File: src/rtl/ecc_ws_pkg.sv
package ecc_ws_pkg;
  localparam int unsigned DATA_W = 32;
  localparam int unsigned CHK_W  = 6;
  localparam int unsigned CODE_W = DATA_W + CHK_W;
  localparam int unsigned BYTES  = DATA_W / 8;

  typedef logic [DATA_W-1:0] word_t;
  typedef logic [CODE_W-1:0] code_t;
  typedef logic [CHK_W-1:0]  syn_t;

  typedef enum logic {ST_IDLE, ST_MERGE} ws_state_e;

  // code position (1-based) of data bit idx: skip powers of two
  function automatic int data_pos(int idx);
    int cnt;
    int res;
    cnt = 0;
    res = 0;
    for (int p = 1; p <= int'(CODE_W); p++) begin
      if ((p & (p - 1)) != 0) begin
        if (cnt == idx) res = p;
        cnt++;
      end
    end
    return res;
  endfunction

  // data bits feeding check bit k
  function automatic word_t chk_mask(int k);
    word_t m;
    m = '0;
    for (int i = 0; i < int'(DATA_W); i++)
      if (((data_pos(i) >> k) & 1) != 0) m[i] = 1'b1;
    return m;
  endfunction

  // code bits feeding syndrome bit k
  function automatic code_t syn_mask(int k);
    code_t m;
    m = '0;
    for (int p = 1; p <= int'(CODE_W); p++)
      if (((p >> k) & 1) != 0) m[p-1] = 1'b1;
    return m;
  endfunction
endpackage

File: src/rtl/ecc_ws_enc.sv
module ecc_ws_enc
  import ecc_ws_pkg::*;
(
  input  word_t data_i,
  output code_t code_o
);
  for (genvar i = 0; i < int'(DATA_W); i++) begin : g_data
    localparam int P = data_pos(i);
    assign code_o[P-1] = data_i[i];
  end

  for (genvar k = 0; k < int'(CHK_W); k++) begin : g_chk
    localparam word_t M = chk_mask(k);
    assign code_o[(1<<k)-1] = ^(data_i & M);
  end
endmodule

File: src/rtl/ecc_ws_dec.sv
module ecc_ws_dec
  import ecc_ws_pkg::*;
(
  input  code_t code_i,
  output word_t data_o,
  output logic  corr_o,
  output logic  uncorr_o
);
  syn_t  syn;
  code_t fixed;

  for (genvar k = 0; k < int'(CHK_W); k++) begin : g_syn
    localparam code_t M = syn_mask(k);
    assign syn[k] = ^(code_i & M);
  end

  assign corr_o   = (syn != '0) && (syn <= syn_t'(CODE_W));
  assign uncorr_o = syn > syn_t'(CODE_W);
  assign fixed    = code_i ^ (corr_o ? (code_t'(1) << (syn - 1'b1)) : '0);

  for (genvar i = 0; i < int'(DATA_W); i++) begin : g_data
    localparam int P = data_pos(i);
    assign data_o[i] = fixed[P-1];
  end
endmodule

File: src/rtl/ecc_ws_mem.sv
module ecc_ws_mem #(
  parameter int unsigned IDX_W = 6,
  parameter int unsigned W     = 38,
  localparam int unsigned WORDS = 1 << IDX_W
) (
  input  logic             clk_i,
  input  logic             rst_ni,
  input  logic             we_i,
  input  logic [IDX_W-1:0] waddr_i,
  input  logic [W-1:0]     wdata_i,
  input  logic             re_i,
  input  logic [IDX_W-1:0] raddr_i,
  output logic [W-1:0]     rdata_o
);
  logic [W-1:0] mem_q [WORDS];
  logic [W-1:0] rdata_q;

  always_ff @(posedge clk_i) begin
    if (we_i) mem_q[waddr_i] <= wdata_i;
  end

  always_ff @(posedge clk_i or negedge rst_ni) begin
    if (!rst_ni)   rdata_q <= '0;
    else if (re_i) rdata_q <= mem_q[raddr_i];
  end

  assign rdata_o = rdata_q;
endmodule

File: src/rtl/ecc_word_store.sv
module ecc_word_store
  import ecc_ws_pkg::*;
#(
  parameter int unsigned ADDR_W = 8
) (
  input  logic              clk_i,
  input  logic              rst_ni,
  input  logic [ADDR_W-1:0] addr_i,
  input  logic              wr_en_i,
  input  logic [3:0]        be_i,
  input  logic [31:0]       wdata_i,
  input  logic [37:0]       inj_i,
  input  logic              rd_en_i,
  output logic              ready_o,
  output logic              rvalid_o,
  output logic [7:0]        rdata_o,
  output logic              corr_o,
  output logic              uncorr_o
);
  localparam int unsigned OFS_W = $clog2(BYTES);
  localparam int unsigned IDX_W = ADDR_W - OFS_W;

  ws_state_e        state_q, state_d;
  logic [IDX_W-1:0] idx_q;
  logic [BYTES-1:0] be_q;
  word_t            wdata_q;
  code_t            inj_q;
  logic             rd_pend_q;
  logic [OFS_W-1:0] sel_q;

  logic             idle, wr_go, rd_go, part_go;
  logic [IDX_W-1:0] idx_in;
  logic             mem_we, mem_re;
  logic [IDX_W-1:0] mem_waddr;
  code_t            mem_wdata, mem_rdata, enc_code;
  word_t            dec_data, merged, enc_in;
  logic             dec_corr, dec_unc;

  assign idle    = (state_q == ST_IDLE);
  assign idx_in  = addr_i[ADDR_W-1:OFS_W];
  assign wr_go   = idle & wr_en_i;
  assign rd_go   = idle & rd_en_i & ~wr_en_i;
  assign part_go = wr_go & ~(&be_i);

  // merge enabled new bytes over the corrected old word
  for (genvar b = 0; b < int'(BYTES); b++) begin : g_merge
    assign merged[b*8 +: 8] = be_q[b] ? wdata_q[b*8 +: 8] : dec_data[b*8 +: 8];
  end

  assign enc_in    = idle ? wdata_i : merged;
  assign mem_re    = rd_go | part_go;
  assign mem_we    = (wr_go & (&be_i)) | ~idle;
  assign mem_waddr = idle ? idx_in : idx_q;
  assign mem_wdata = enc_code ^ (idle ? inj_i : inj_q);

  ecc_ws_enc i_enc (
    .data_i (enc_in),
    .code_o (enc_code)
  );

  ecc_ws_mem #(.IDX_W(IDX_W), .W(CODE_W)) i_mem (
    .clk_i   (clk_i),
    .rst_ni  (rst_ni),
    .we_i    (mem_we),
    .waddr_i (mem_waddr),
    .wdata_i (mem_wdata),
    .re_i    (mem_re),
    .raddr_i (idx_in),
    .rdata_o (mem_rdata)
  );

  ecc_ws_dec i_dec (
    .code_i   (mem_rdata),
    .data_o   (dec_data),
    .corr_o   (dec_corr),
    .uncorr_o (dec_unc)
  );

  always_comb begin
    state_d = ST_IDLE;
    if (part_go) state_d = ST_MERGE;
  end

  always_ff @(posedge clk_i or negedge rst_ni) begin
    if (!rst_ni) begin
      state_q   <= ST_IDLE;
      idx_q     <= '0;
      be_q      <= '0;
      wdata_q   <= '0;
      inj_q     <= '0;
      rd_pend_q <= 1'b0;
      sel_q     <= '0;
    end else begin
      state_q   <= state_d;
      rd_pend_q <= rd_go;
      if (part_go) begin
        idx_q   <= idx_in;
        be_q    <= be_i;
        wdata_q <= wdata_i;
        inj_q   <= inj_i;
      end
      if (rd_go) sel_q <= addr_i[OFS_W-1:0];
    end
  end

  assign ready_o  = idle;
  assign rvalid_o = rd_pend_q;
  assign rdata_o  = dec_data[{sel_q, 3'b000} +: 8];
  assign corr_o   = rd_pend_q & dec_corr;
  assign uncorr_o = rd_pend_q & dec_unc;

  assert_full_write_R2: assert property (@(posedge clk_i) disable iff (!rst_ni)
    (ready_o && wr_en_i && (&be_i)) |=> ready_o);

  assert_merge_one_cycle_R3: assert property (@(posedge clk_i) disable iff (!rst_ni)
    (ready_o && wr_en_i && !(&be_i)) |=> !ready_o ##1 ready_o);

  assert_read_valid_R4: assert property (@(posedge clk_i) disable iff (!rst_ni)
    (ready_o && rd_en_i && !wr_en_i) |=> rvalid_o);

  assert_flag_with_valid_R6: assert property (@(posedge clk_i) disable iff (!rst_ni)
    (corr_o || uncorr_o) |-> rvalid_o);

  assert_flags_exclusive_R7: assert property (@(posedge clk_i) disable iff (!rst_ni)
    !(corr_o && uncorr_o));

  assert_write_wins_R9: assert property (@(posedge clk_i) disable iff (!rst_ni)
    (ready_o && wr_en_i) |=> !rvalid_o);

  assert_busy_no_read_R10: assert property (@(posedge clk_i) disable iff (!rst_ni)
    !ready_o |=> !rvalid_o);
endmodule

File: config.mk
export PLATFORM = sky130hd
export DESIGN_NAME = ecc_word_store
export DESIGN_NICKNAME = d
export VERILOG_FILES = /design/src/rtl/ecc_ws_pkg.sv /design/src/rtl/ecc_ws_enc.sv /design/src/rtl/ecc_ws_dec.sv /design/src/rtl/ecc_ws_mem.sv /design/src/rtl/ecc_word_store.sv
export SDC_FILE = /design/constraint.sdc
export NUM_CORES = 2
export LEC_CHECK = 0
export BUFFER_PORTS_ARGS = -buffer_cell sky130_fd_sc_hd__buf_4
export CORE_MARGIN = 4
export CORE_UTILIZATION = 35
export DETAILED_ROUTE_END_ITERATION = 10
export SLEW_MARGIN = 25
export SYNTH_ARGS = -nofsm -noshare
export SYNTH_HDL_FRONTEND = slang
export SYNTH_SLANG_ARGS = --single-unit
File: constraint.sdc
create_clock -name clk_i -period 15.05 [get_ports clk_i]
set_input_delay 3.01 -clock clk_i [delete_from_list [all_inputs] [get_ports clk_i]]
set_output_delay 3.01 -clock clk_i [all_outputs]
set_load 0.05 [all_outputs]
After elaboration in Yosys (flattened, before gate mapping)
Memory sizes are Yosys's and may differ from the RTL's. A register that Yosys moved wholly into a read port is not among the register bits.
Index checks and enable logic that the tools add are counted.

cells by class
  reduce and logical (&&, ||, !) cells = 16
  shift operators = 2
  mux-type cells = 11
  bitwise gates (word level) = 14
  add/sub/neg operators = 1
  magnitude comparators = 2

operators with widths
  kind                    count
  $reduce_xor A38 Y1      6
  $reduce_xor A32 Y1      6
  $mux W38                2
  $xor A38 B38 Y38        2
  $shl A1 B6 Y38 const A  1
  $mux W32                1
  $mux W8                 4
  $shiftx A32 B6 Y8       1
  $and A1 B1 Y1           7
  $gt A6 B6 Y1 const B    1
  $le A6 B6 Y1 const B    1
  $mux W6                 1
  $reduce_bool A6 Y1      1
  $sub A6 B1 Y6 const B   1
  $reduce_and A4 Y1       1
  $mux W1                 3
  $not A1 Y1              3
  $or A1 B1 Y1            2
  $logic_and A1 B1 Y1     1
  $logic_not A1 Y1        1

storage, ports and cells
  memories kept = 1
  input port bits = 86
  flip-flop bits (word level) = 84
  word-level logic and storage cells = 54
  output and inout port bits = 12
  bits in writable memories = 2432

memories
  name         words  width  read ports  clocked after Yosys merged registers in  write ports  line              text
  i_mem.mem_q  64     38     1           1                                        1            ecc_ws_mem.sv:15  logic [W-1:0] mem_q [WORDS];

Longest topological paths before layout
  depth in word-level cells = 9
  mapped depth = 13
  mapped depth without buffers = 12

By module
Synthesis repeated with hierarchy kept, for this count alone.

second synthesis, totals
  cells, all modules = 5179
  area total of the unflattened synthesis = 102082.9 um2

modules (own cells, without submodules)
  module          cells each  instances  area each (um2)  seq. area each (um2)
  ecc_ws_mem      4551        1          94702.1          73981.0
  ecc_word_store  389         1          5137.4           2102.0
  ecc_ws_dec      155         1          1448.9           0.0
  ecc_ws_enc      84          1          794.5            0.0

Worst setup path after synthesis
OpenSTA, ideal clock, no wires.

  path type = input -> register
  from = input addr_i[2]
  to = memory i_mem.mem_q[11][0], enable pin
  path buffers = 4
  data arrival time = 6.871 ns
  slack = 7.745 ns
  data required time = 14.617 ns
  library setup time = 0.433 ns
  stages on the path = 8
  cells stage by stage = clkbuf_1 -> clkbuf_1 -> buf_1 -> clkbuf_1 -> inv_1 -> o32ai_1 -> nand2_1 -> nor2_1

between the ends
  cells in the longest elaborated chain, start to end = 1

RTL lines
  element          line                  text
  start, declared  ecc_word_store.sv:8   input logic [ADDR_W-1:0] addr_i,
  $mux W6          ecc_word_store.sv:53  assign mem_waddr = idle ? idx_in : idx_q;
  end, declared    ecc_ws_mem.sv:15

No other way between the ends.

Worst setup path in the final report
  from = register i_mem.rdata_q[30], in the netlist i_mem.rdata_o[30] (read register of i_mem.mem_q)
  to = output rdata_o[0]

between the ends
  cells in the longest elaborated chain, start to end = 6
  elaborated cells on any way between the ends = 13
  those cells by class = add/sub: 1; order compare: 1; shift: 2; mux: 1; bitwise: 1; reduce/logical: 7

RTL lines
  element                                                       line                                text
  start, declared                                               ecc_ws_mem.sv:16                    logic [W-1:0] rdata_q;
  $reduce_xor A38 Y1                                            ecc_ws_dec.sv:14                    assign syn[k] = ^(code_i & M);
  $sub A6 B1 Y6 (tied with other cells)                         ecc_ws_dec.sv:19                    assign fixed = code_i ^ (corr_o ? (code_t'(1) << (syn - 1'b1)) : '0);
  $shl A1 B6 Y38 / $logic_and A1 B1 Y1 (equally long branches)  ecc_ws_dec.sv:19, ecc_ws_dec.sv:17
  $mux W38 (*)                                                  ecc_ws_dec.sv:19
  $xor A38 B38 Y38 (*)                                          ecc_ws_dec.sv:19
  $shiftx A32 B6 Y8 (*)                                         ecc_word_store.sv:108               assign rdata_o = dec_data[{sel_q, 3'b000} +: 8];
  end, declared                                                 ecc_word_store.sv:16                output logic [7:0] rdata_o,

Mark *: on every way between the ends. The rest lies on a longest branch, timed or not.

==> impl_metrics.env <==
export IMPL_cts_path_max_buffers=4
export IMPL_pin_count=98
export IMPL_detail_route_first_pass_iterations=6
export IMPL_power_share_sequential=0.490
export IMPL_postSynthAreaPerCell_um2=22.8
export IMPL_wl_per_cell_um=31.8
export IMPL_clk_latency_ns=0.88
export IMPL_pwr_share_clk=0.298
export IMPL_worstPathMaxFanout=18
export IMPL_peak_ir_drop_on_the_vdd_network_mv=0.295
export IMPL_first_global_vias=48626
export IMPL_timing_final_crit_share=0.530
export IMPL_wire_length_of_the_first_global_routing_pass_um=384000
export IMPL_run_status="finished, final reports clean"
export IMPL_design_core_area_um2=285000
export IMPL_hold_fix_buffer_count_after_cts=0
export IMPL_replace_congestion=0.838
export IMPL_fp_row_count=196
export IMPL_post_route_cells_drive_above_1_share=0.319
export IMPL_fp_dieW_um=543
export IMPL_syn_num_nets=4480
export IMPL_route_antenna_remaining_nets=0
export IMPL_grt_antenna_before_repair=18
export IMPL_detailedRoute_firstIterationViolations=6017
export IMPL_cts_made_buffers=240
export IMPL_critical_path_max_stage_delay_ns=0.62
export IMPL_timing_final_setup_violations=0
export IMPL_power_density_cell_area_nw_per_um2=173
export IMPL_cap_violations=0
export IMPL_max_slew_worst_pin_slew_ns=1.11
export IMPL_synthesis_yosys_warnings=0
export IMPL_cts_sink_count=2554
export IMPL_edff_count_synth=2432
export IMPL_postSynth_asyncResetShare=0.0478
export IMPL_worst_slew_margin_rel=0.262
export IMPL_drt_drc=0
export IMPL_yosys_register_bits=2554
export IMPL_report_final_hold_viol_count=0
export IMPL_yosysSeqAreaShare=0.758
export IMPL_critical_path_top_delay_family="XOR/XNOR gates"
export IMPL_fill_cells=24814
export IMPL_initial_core_util=0.352
export IMPL_crit_required_ns=12.04
export IMPL_drv_slew=0
export IMPL_total_leakage_power_nw=35.9
export IMPL_die_area_um2=295000
export IMPL_most_repeated_library_cell_on_the_critical_path="xnor3_2"
export IMPL_htree_num_levels=4
export IMPL_detailed_place_hpwl_um=149000
export IMPL_synthCells=4394
export IMPL_worst_clock_skew_ns=0.0548
export IMPL_p_int_mw=14.0
export IMPL_clock_transition_at_the_register_clock_pins_on_the_worst_setup_and_hold_paths_after_cts_ns=0.06
export IMPL_postCtsSetupBuffers=0
export IMPL_critPathCaptureType="output port"
export IMPL_portBuffers=97
export IMPL_fmax_mhz=125
export IMPL_critPathBufInv=1
export IMPL_clockRootBuffer="clkbuf_16"
export IMPL_timing_critical_path_arrival_ns=4.96
export IMPL_crit_path_top_delay_cell="xor2_2"
export IMPL_p_switching_mw=5.84
export IMPL_routed_wl_um=273000
export IMPL_report_power_total_mw=19.8
export IMPL_grtUsageTotal=0.183
export IMPL_min_path_type="reg2reg"
export IMPL_worstSetupPathType="reg2out"
export IMPL_share_comb_of_total_power=0.213
export IMPL_setup_repair_after_global_routing_missed_its_margin="no"
export IMPL_floorplan_die_height_um=543
export IMPL_synth_distinct_cells=70
export IMPL_pin_count_of_the_biggest_net_entering_global_routing=129
export IMPL_post_layout_nonfiller_instances=8604
export IMPL_cts_repair_resized=0
export IMPL_ys_flop_type="edfxtp_1"
export IMPL_avgViaCountPerCell=5.61
export IMPL_placed_cells=8169
export IMPL_flow_area_growth_from_synthesis_pct=14.2
export IMPL_timing_critical_path_from_type="register"
export IMPL_globalRouteOverflowTotal=0
export IMPL_p_sw_frac=0.295
export IMPL_path_cells="xnor2_1, xnor3_2, xnor3_2, xor2_2, nand3_2, mux2i_1, nor4b_2, xor2_1, o211ai_1, o21ai_0, buf_4"
export IMPL_num_vias=48270
export IMPL_cts_tree="built"
export IMPL_syn_cell_area_um2=100000
export IMPL_final_net_count=4736
export IMPL_finalCriticalPeriod_ns=7.97
export IMPL_setup_tns_ns=0
-- final cells by class --
class	count	area, µm²	share of cell area
sequential	2554	76100	0.664
multi-input combinational	1597	24300	0.212
clock buffer	290	6230	0.0544
tap	3762	4710	0.0411
timing repair buffer	242	1920	0.0167
clock inverter	141	1270	0.0110
inverter	15	63.8	0.000557
antenna	3	7.51	0.0000655
-- cell families (layout without fill, tap and decap cells) --
kind of cell,after synthesis,after routing,share of synthesized area
AOI/OAI and AO/OA,121,121,0.00832
and+or+nand+nor,432,432,0.0181
DFF,2554,2554,0.758
xor gates and xnor gates,160,160,0.0180
buffers and inverters,243,688,0.00920
other,0,3,0
muxes,884,884,0.188
-- power by group through the flow --
stage	logic, mW	clock network [mW]	registers, mW
floorplan	2.58	0	9.91
global placement	4.05	0	9.84
detailed placement	4.23	0	9.86
CTS	4.24	6.00	9.70
global route	4.56	6.31	9.71
finish	4.22	5.91	9.71
-- placed cells by master, fill, tap and decap left out, types with 38 or more instances in the layout --
| master | Yosys | layout |
|---|---|---|
| clkbuf_16 | 0 | 240 |
| nor2_4 | 0 | 65 |
| mux2_2 | 38 | 38 |
| clkinv_1 | 0 | 63 |
| mux4_2 | 799 | 799 |
| nand2_1 | 265 | 265 |
| xnor2_1 | 81 | 64 |
| dfrtp_1 | 122 | 121 |
| o21ai_0 | 40 | 40 |
| mux2i_1 | 46 | 46 |
| buf_4 | 2 | 230 |
| clkbuf_1 | 155 | 46 |
| clkinv_2 | 0 | 42 |
| edfxtp_1 | 2432 | 2432 |
-- flip-flops by register name, summed over array words and instances, names as in the netlist --
signal	cells
be_q	4
i_mem.mem_q	2432
i_mem.rdata_o	38
idx_q	6
inj_q	38
rvalid_o	1
sel_q	2
state_q	1
wdata_q	32
-- synthesized netlist by cell type (all sizes together) (2+ instances only) --
cell     number  area (µm²)
o31a          5        43.8
and2          3        18.8
or4           7        56.3
nor4          8        50.1
a211oi        2        15.0
mux4        799       18000
nand4         2        12.5
clkbuf      155         582
xor2         49         452
and3          6        37.5
dfrtp       122        3050
a21oi        24         131
a2bb2oi       4        47.6
edfxtp     2432       73000
nand2       265         995
o21ai        42         210
nand3        17        95.1
or2           4        25.0
a31oi         5        31.3
or3           9        56.3
a21boi        2        15.0
o31ai         9        72.6
buf          73         285
a32o          2        20.0
nor2         92         345
a221o         4        41.3
mux2         38         428
xnor3        22         499
a2111oi       2        17.5
inv          15        56.3
xnor2        89         851
nand2b        3        18.8
a311oi        7        67.6
nor3         10        50.1
mux2i        47         474
o32ai         2        17.5
-- metrics by stage --
step	setup WS (ns)	hold WS [ns]	instance area, µm²	utilization
after CTS	7.13	0.478	115000	0.402
after floorplan	7.75	0.437	100000	-
after detailed placement	6.84	0.460	107000	0.375
after global routing	6.88	0.500	115000	0.402
final	7.08	0.475	115000	0.402
after global placement	6.86	0.452	107000	0.375
-- worst reg2reg max path, delay by kind of cell, from the launching register on --
family / cells / cell delay, ns
XOR/XNOR: 8 / 2.68
AO/OA/AOI/OAI: 2 / 1.27
flip-flops: 1 / 0.71
AND/OR/NAND/NOR: 2 / 0.62
buffers and inverters: 1 / 0.50
-- layer usage --
| layer | GRT usage | vias to the layer above | routed length [µm] |
|---|---|---|---|
| met5 | 0 | - | 13 |
| met4 | 0.0534 | 2 | 8300 |
| met3 | 0.0317 | 493 | 23300 |
| met2 | 0.300 | 2288 | 133000 |
| met1 | 0.253 | 26491 | 108000 |
| li1 | - | 18996 | - |
-- worst paths after layout --
path | start | to | slack [ns] | cells past startpoint
hold / removal | inj_q[10] | inj_q[10] | 0.47 | 2
setup reg to reg | i_mem.rdata_o[2] | i_mem.mem_q[34][3] | 8.87 | 13
max in group asynchronous | rst_ni | wdata_q[5] | 11.50 | 3
hold reg to reg | inj_q[10] | inj_q[10] | 0.47 | 2
min in group asynchronous | rst_ni | be_q[1] | 2.24 | 1
setup / recovery | i_mem.rdata_o[30] | rdata_o[0] | 7.08 | 11
No activity file was read; power rests on OpenSTA's default activity.
